### src/rtl/vsel_pkg.sv
package vsel_pkg;
  typedef enum logic [1:0] {
    POL_LRU    = 2'b00,
    POL_OLDEST = 2'b01,
    POL_NEWEST = 2'b10,
    POL_LRU2   = 2'b11
  } policy_e;
endpackage

### src/rtl/order_track.sv
// Keeps a rank per way: 0 = most recent touch, WAYS-1 = oldest.
module order_track #(
  parameter int WAYS  = 4,
  parameter int IDX_W = $clog2(WAYS)
) (
  input  logic                       clk,
  input  logic                       rst_n,
  input  logic                       touch_en,
  input  logic [IDX_W-1:0]           touch_way,
  output logic [WAYS-1:0][IDX_W-1:0] rank
);
  logic [IDX_W-1:0] touched_rank;

  assign touched_rank = rank[touch_way];

  for (genvar w = 0; w < WAYS; w++) begin : g_way
    always_ff @(posedge clk) begin
      if (!rst_n) begin
        rank[w] <= IDX_W'(w);
      end else if (touch_en) begin
        if (IDX_W'(w) == touch_way) begin
          rank[w] <= '0;
        end else if (rank[w] < touched_rank) begin
          rank[w] <= rank[w] + 1'b1;
        end
      end
    end
  end
endmodule

### src/rtl/victim_choose.sv
module victim_choose
  import vsel_pkg::*;
#(
  parameter int WAYS  = 4,
  parameter int IDX_W = $clog2(WAYS)
) (
  input  logic [WAYS-1:0]            valid,
  input  logic [WAYS-1:0][IDX_W-1:0] ins_rank,
  input  logic [WAYS-1:0][IDX_W-1:0] use_rank,
  input  policy_e                    policy,
  output logic [IDX_W-1:0]           victim
);
  localparam logic [IDX_W-1:0] OLDEST = IDX_W'(WAYS - 1);

  logic [IDX_W-1:0] empty_way;
  logic [IDX_W-1:0] policy_way;

  // Downward scan so the lowest empty way is the one kept.
  always_comb begin
    empty_way = '0;
    for (int w = WAYS - 1; w >= 0; w--) begin
      if (!valid[w]) empty_way = IDX_W'(w);
    end
  end

  always_comb begin
    policy_way = '0;
    for (int w = 0; w < WAYS; w++) begin
      unique case (policy)
        POL_NEWEST: if (ins_rank[w] == '0)    policy_way = IDX_W'(w);
        POL_OLDEST: if (ins_rank[w] == OLDEST) policy_way = IDX_W'(w);
        default:    if (use_rank[w] == OLDEST) policy_way = IDX_W'(w);
      endcase
    end
  end

  assign victim = (&valid) ? policy_way : empty_way;
endmodule

### src/rtl/victim_pick.sv
module victim_pick
  import vsel_pkg::*;
#(
  parameter int WAYS  = 4,
  parameter int IDX_W = $clog2(WAYS)
) (
  input  logic             clk,
  input  logic             rst_n,
  input  logic             fill_en,
  input  logic [IDX_W-1:0] fill_way,
  input  logic             hit_en,
  input  logic [IDX_W-1:0] hit_way,
  input  logic             inval_en,
  input  logic [IDX_W-1:0] inval_way,
  input  logic [1:0]       policy,
  input  logic             req_valid,
  output logic             req_ready,
  output logic             out_valid,
  input  logic             out_ready,
  output logic [IDX_W-1:0] out_way
);
  logic [WAYS-1:0]            valid_q;
  logic [WAYS-1:0][IDX_W-1:0] ins_rank;
  logic [WAYS-1:0][IDX_W-1:0] use_rank;
  logic                       use_touch;
  logic [IDX_W-1:0]           use_way;
  logic [IDX_W-1:0]           pick;
  logic                       accept;

  // A fill outranks a hit in the same cycle.
  assign use_touch = fill_en | hit_en;
  assign use_way   = fill_en ? fill_way : hit_way;

  order_track #(.WAYS(WAYS), .IDX_W(IDX_W)) u_ins (
    .clk(clk), .rst_n(rst_n), .touch_en(fill_en), .touch_way(fill_way),
    .rank(ins_rank)
  );

  order_track #(.WAYS(WAYS), .IDX_W(IDX_W)) u_use (
    .clk(clk), .rst_n(rst_n), .touch_en(use_touch), .touch_way(use_way),
    .rank(use_rank)
  );

  victim_choose #(.WAYS(WAYS), .IDX_W(IDX_W)) u_choose (
    .valid(valid_q), .ins_rank(ins_rank), .use_rank(use_rank),
    .policy(policy_e'(policy)), .victim(pick)
  );

  for (genvar w = 0; w < WAYS; w++) begin : g_valid
    always_ff @(posedge clk) begin
      if (!rst_n) begin
        valid_q[w] <= 1'b0;
      end else if (fill_en && fill_way == IDX_W'(w)) begin
        valid_q[w] <= 1'b1;
      end else if (inval_en && inval_way == IDX_W'(w)) begin
        valid_q[w] <= 1'b0;
      end
    end
  end

  assign req_ready = !out_valid || out_ready;
  assign accept    = req_valid && req_ready;

  always_ff @(posedge clk) begin
    if (!rst_n) begin
      out_valid <= 1'b0;
      out_way   <= '0;
    end else if (accept) begin
      out_valid <= 1'b1;
      out_way   <= pick;
    end else if (out_ready) begin
      out_valid <= 1'b0;
    end
  end
endmodule

### config.mk
export PLATFORM = sky130hd
export DESIGN_NAME = victim_pick
export DESIGN_NICKNAME = d
export VERILOG_FILES = /design/src/rtl/vsel_pkg.sv /design/src/rtl/order_track.sv /design/src/rtl/victim_choose.sv /design/src/rtl/victim_pick.sv
export SDC_FILE = /design/constraint.sdc
export NUM_CORES = 1
export LEC_CHECK = 0
export ABC_CLOCK_PERIOD_IN_PS = 2810
export BUFFER_PORTS_ARGS = -buffer_cell sky130_fd_sc_hd__buf_2
export CAP_MARGIN = 5
export CORE_MARGIN = 2
export CORE_UTILIZATION = 59
export DETAILED_ROUTE_END_ITERATION = 10
export PLACE_DENSITY = 0.76
export SLEW_MARGIN = 40
export SYNTH_ARGS = -nofsm -noshare
export SYNTH_HDL_FRONTEND = slang
export SYNTH_SLANG_ARGS = --single-unit
### constraint.sdc
create_clock -name clk -period 2.81 [get_ports clk]
set_input_delay 0.562 -clock clk [delete_from_list [all_inputs] [get_ports clk]]
set_output_delay 0.562 -clock clk [all_outputs]
set_load 0.02 [all_outputs]
; Word level (Yosys, flattened, before mapping)
; Index checks and enable logic that the tools add are counted.
; Widths: inputs -> output; s select.
[totals]
regBits = 23
latchBits = 0
mem_bits_rw = 0
rom_bits = 0
in_bits = 15
wordCells = 140
mem_count = 0
[classes]
add_sub_neg = 8
mul = 0
n_div = 0
magnitude_cmp = 10
eq_ne = 20
shifts = 0
muxes = 48
bitwise_logic = 1
n_reduce_logical = 39
[op_table]
columns = operator, n
row1 = $mux 2, 30
row2 = $reduce_bool 2->1, 13
row3 = $eq 2x2->1 const B, 11
row4 = $add 2x1->2 const B, 8
row5 = $lt 2x2->1, 8
row6 = $reduce_and 2->1, 8
row7 = $mux 1, 13
row8 = $logic_not 2->1, 6
row9 = $pmux 2 s2, 3
row10 = $logic_and 1x1->1, 9
row11 = $bmux 2 s2, 2
row12 = $eq 2x2->1 const A, 4
row13 = $eq 2x1->1 const B, 3
row14 = $lt 2x3->1 const B, 2
row15 = $eq 1x2->1 const A, 2
row16 = $reduce_and 4->1, 1
row17 = $logic_not 1->1, 1
row18 = $logic_or 1x1->1, 1
row19 = $or 1x1->1, 1

; Depth between registers and ports, before layout
[depth]
ltp_word = 8
ltp_mapped = 10
mapped_depth_nobuf = 9

; By module
; Synthesis repeated with hierarchy kept, for this count alone.
[unflattened]
hier_cells = 193
hier_area_um2 = 1594.0
[by_module_without_submodules]
columns = mod, n_inst, cells_each, area_each_um2
row1 = order_track, 2, 62, 530.5
row2 = victim_pick, 1, 38, 339.1
row3 = victim_choose, 1, 31, 193.9

; Worst setup path before layout
; No wires, ideal clock.
[synth_path]
path_type = input-to-reg
startpoint = in fill_en
endpoint = reg u_use.rank[4] in the netlist's numbering
setup_time_ns = 0.122
t_arrival_ns = 2.273
required_ns = 2.688
setup_slack_ns = 0.416
cell_stages = 7
path_buffers = 0
path_cell_list = mux2_2 -> mux4_2 -> inv_1 -> ha_1 -> o311ai_0 -> a21oi_2 -> mux2i_1
[synth_between]
elab_chain_len = 6
word_cells_on_any_way = 9
[synth_rtl]
columns = element, line_no
row1 = start: declaration, victim_pick.sv:9  ; input logic fill_en,
row2 = $mux 2, victim_pick.sv:32  ; assign use_way = fill_en ? fill_way : hit_way;
row3 = $bmux 2 s2, order_track.sv:14  ; assign touched_rank = rank[touch_way];
row4 = $mux 2 (implied by the code), order_track.sv:14
row5 = $lt 2x2->1, order_track.sv:23  ; end else if (rank[w] < touched_rank) begin
row6 = $reduce_bool 2->1 (no line), --
row7 = $reduce_and 2->1 (no line), --
row8 = end signal: indexed assignment, order_track.sv:19  ; rank[w] <= IDX_W'(w);
row9 = end signal: indexed assignment, order_track.sv:24  ; rank[w] <= rank[w] + 1'b1;
row10 = end: declaration, order_track.sv:10  ; output logic [WAYS-1:0][IDX_W-1:0] rank
; Parallel ways exist; a longest one is shown, timed or not. The select of a mux whose other input is x is not followed.
; A chain may end at the register's enable or synchronous reset.

; Final worst setup path
; Same ends and word-level chain as after synthesis.

==> impl_metrics.py <==
metrics = {
    "outcome": {
        "run_status": "completed",
    },
    "setup_path": {
        "crit_path_end_kind": "flop",
        "cp_slowest_cell": "sky130_fd_sc_hd__o311ai_0",
        "crit_path_cell_chain": "buf_2, mux2_2, mux4_2, inv_1, ha_1, o311ai_0, a21oi_2, mux2i_1",
        "r2r-end": "u_use.rank[4]",
        "critPathRequiredTime_ps": 3020,
        "timing.critical_path.buf_inv": 2,
        "timing.critical_path.arrival_ps": 2590,
        "r2r_cells": 6,
        "worst_path_largest_cell_delay_ps": 440,
        "r2r_setup_slk_ps": 790,
        "start_of_the_worst_register_to_register_path": "u_use.rank[3]",
        "worst_path_dominant_cell_family": "multiplexers",
        "path_max_fanout": 5,
        "startpoint_class": "primary input",
        "worst-setup-path-type": "in2reg",
    },
    "global_route": {
        "first_pass_grt_wire_length_um": 6955,
        "grt_max_degree": 22,
        "track_usage": 0.2591,
        "antenna_found_initial": 0,
        "grt_remaining_overflow": 0,
        "grt_pass1_vias": 1537,
    },
    "synth": {
        "yosysTopAreaCell": "sky130_fd_sc_hd__dfxtp_1",
        "synth_enable_flop_cells": 0,
        "ys_seq_area_frac": 0.2566,
        "synth.mux.area_fraction": 0.1206,
        "syn-num-nets": 249,
        "post_synth_num_cell_types": 49,
        "synth_compound_area_frac": 0.2218,
        "postSynthRegisterBits": 23,
        "async_flop_share": 0,
        "post_synth_and_or_nand_nor_area_fraction": 0.2218,
        "top_area_cells_in_the_synthesized_netlist": "sky130_fd_sc_hd__dfxtp_1 26%, sky130_fd_sc_hd__ha_1 12%, sky130_fd_sc_hd__mux2i_1 5.6%",
        "yosysWarningCount": 0,
        "avgSynthCellArea_um2": 8.268,
        "synthXorXnorAreaFrac": 0,
        "syn_inst": 217,
        "yosys.area_share.adder": 0.1185,
        "post-synth-top-area-fraction": 0.2566,
        "largest_family_of_logic_cells_by_synthesized_area": "compound AO/OA/AOI/OAI gates",
        "synth_flop_cell": "sky130_fd_sc_hd__dfxtp_1",
        "syn_area_um2": 1794,
    },
    "sta": {
        "fmax_ghz": 0.4203,
        "fin_setup_tns_ps": 0,
        "skew_ps": 0.8948,
        "final-setup-viol-count": 0,
        "max_slew_margin": 0.6516,
        "setup_slack_ps": 430.9,
        "unrepaired_setup_endpoints_after_global_routing": "false",
        "post-route-period-util": 0.8467,
        "slew_violations": 0,
        "final-hold-violation-count": 0,
        "timing.final.crit_period_ps": 2379,
        "worst-slew-pin-transition_ps": 522.0,
    },
    "floorplanning": {
        "die_height_um": 59.15,
        "top_level_port_count": 19,
        "die_w_um": 59.15,
        "floorplan.die_area_um2": 3498,
        "rows": 20,
        "design.core.area_um2": 2978,
        "start_util": 0.6025,
    },
    "detailed_routing": {
        "initial_drc_count": 101,
        "routedWlPerCell_um": 15.08,
        "via_per_inst": 6.238,
        "route.detailed.drc": 0,
        "vias": 1678,
        "drt_first_pass_iters": 4,
        "ant_nets": 0,
        "drt_wl_total_um": 4057,
    },
    "finish": {
        "finish.net_count": 269,
        "area_delta_synth_final_pct": 8.020,
        "final_core_util": 0.6508,
        "count_of_antenna_diodes_in_the_layout": 0,
        "stdcell_area_um2": 1938,
        "post_route_cells_drive_above_1_share": 0.1441,
    },
    "cts": {
        "cts_tree": "built",
        "cts.repair.resized": 0,
        "clkSlewWorstSetupHoldPaths_ps": 130,
        "clkSinkCount": 23,
        "cts.repair_timing.setup_buffer_count": 0,
        "cts_hold_buf": 0,
        "clock_latency_on_the_worst_skew_pair_ps": 310,
        "clk_path_buf_depth": 2,
        "htree_levels": 1,
        "cts_inserted_buffers": 3,
        "clock_tree.root_cell": "sky130_fd_sc_hd__clkbuf_4",
    },
    "power": {
        "static-leakage-power_nw": 0.8755,
        "pwr_density_cell_nw_per_um2": 640.1,
        "ir_drop_v": 0.0002571,
    },
    "flow_run": {
        "cap_violations": 0,
    },
    "hold_path": {
        "worst_hold_path.num_cells": 2,
        "timing.hold.worst_endpoint": "out_way[1]",
        "min_delay_startpoint": "out_way[1]",
        "worstHoldPathType": "reg2reg",
    },
    "place": {
        "gp_congestion": 0.9271,
        "pre_cts_slack_ps": 122.5,
        "hpwlAfterDp_um": 3113,
        "portBuffers": 18,
        "placedInstanceArea_um2": 1911,
    },
}
cell usage after synthesis, types with 2 or more instances:
master	count
sky130_fd_sc_hd__clkbuf_1	3
sky130_fd_sc_hd__o21ai_0	17
sky130_fd_sc_hd__nand2_1	19
sky130_fd_sc_hd__mux2i_1	10
sky130_fd_sc_hd__nor3b_1	4
sky130_fd_sc_hd__inv_1	18
sky130_fd_sc_hd__a311o_1	2
sky130_fd_sc_hd__nand3_1	2
sky130_fd_sc_hd__o22ai_1	4
sky130_fd_sc_hd__mux4_2	3
sky130_fd_sc_hd__and3b_1	3
sky130_fd_sc_hd__nor4b_1	2
sky130_fd_sc_hd__o2bb2ai_1	2
sky130_fd_sc_hd__nor3_1	6
sky130_fd_sc_hd__o211a_1	2
sky130_fd_sc_hd__ha_1	17
sky130_fd_sc_hd__nand2b_1	9
sky130_fd_sc_hd__o211ai_1	4
sky130_fd_sc_hd__a21oi_1	19
sky130_fd_sc_hd__o31ai_1	2
sky130_fd_sc_hd__nand3b_1	4
sky130_fd_sc_hd__dfxtp_1	23
sky130_fd_sc_hd__buf_4	2
sky130_fd_sc_hd__nor2_1	15
metal layers:
layer	vias up	wire length, um	part of all wire	GRT usage
met5	-	0	0	0
li1	835	-	-	-
met3	4	241	0.059	0.03057
met4	0	46	0.011	0.07792
met1	779	1913	0.47	0.3569
met2	60	1855	0.46	0.4254
kinds of logic after synthesis:
family,Yosys count
compound gates,63
fa+ha+maj,17
buf+inv,25
flops,23
mux,16
simple gates,73
through the flow:
stage	power, mW	std cells	hold WS, ps
final	1.241	269	467.8
after global routing	1.356	269	462.1
after CTS	1.239	269	469.3
after detailed placement	1.081	265	454.2
after global placement	1.061	265	443.3
after floorplan	0.9376	217	446.0
power by group:
| part | switching (mW) | total [mW] | internal [mW] |
|---|---|---|---|
| Clock | 0.103 | 0.156 | 0.0532 |
| Combinational | 0.306 | 0.598 | 0.292 |
| Sequential | 0.0929 | 0.487 | 0.394 |
| Total | 0.502 | 1.24 | 0.739 |
worst min-delay path, stage by stage (launching register included):
cell and delay (ps):
sky130_fd_sc_hd__dfxtp_1 330, sky130_fd_sc_hd__nand2_1 50, sky130_fd_sc_hd__a21oi_1 60
worst max-delay path by stage:
stage	start	slack [ps]	cells after the start	to
2_1_floorplan	fill_en	420	7	u_use.rank[4]
3_3_place_gp	fill_en	180	8	u_use.rank[5]
3_5_place_dp	fill_en	120	8	u_use.rank[4]
4_1_cts	fill_en	450	8	u_use.rank[4]
5_1_grt	fill_en	270	9	u_use.rank[1]
6_report	fill_en	430	8	u_use.rank[4]
flip-flops by register name (all words and copies together) (netlist names):
name        cells
valid_q         4
u_ins.rank      8
out_way         2
u_use.rank      8
out_valid       1
cell usage in the layout (no fill, tap or decap), types with 6 or more instances in the layout:
master and count:
sky130_fd_sc_hd__dfxtp_1 23, sky130_fd_sc_hd__inv_1 18, sky130_fd_sc_hd__o21ai_0 17, sky130_fd_sc_hd__nor3_1 6, sky130_fd_sc_hd__a21oi_1 19, sky130_fd_sc_hd__nand2_1 19
sky130_fd_sc_hd__ha_1 17, sky130_fd_sc_hd__mux2i_1 10, sky130_fd_sc_hd__nor2_1 15, sky130_fd_sc_hd__nand2b_1 9, sky130_fd_sc_hd__buf_2 18
cell type report:
| type | instances | area, um^2 |
|---|---|---|
| repair buffers | 21 | 112.6 |
| inverters | 19 | 71.32 |
| clock buffers | 3 | 22.52 |
| fillers | 264 | 1040 |
| well taps | 33 | 41.29 |
| clock inverters | 1 | 5.005 |
| flip-flops and latches | 23 | 460.4 |
| multi-input cells | 169 | 1225 |
(Power assumes the default switching activity.)
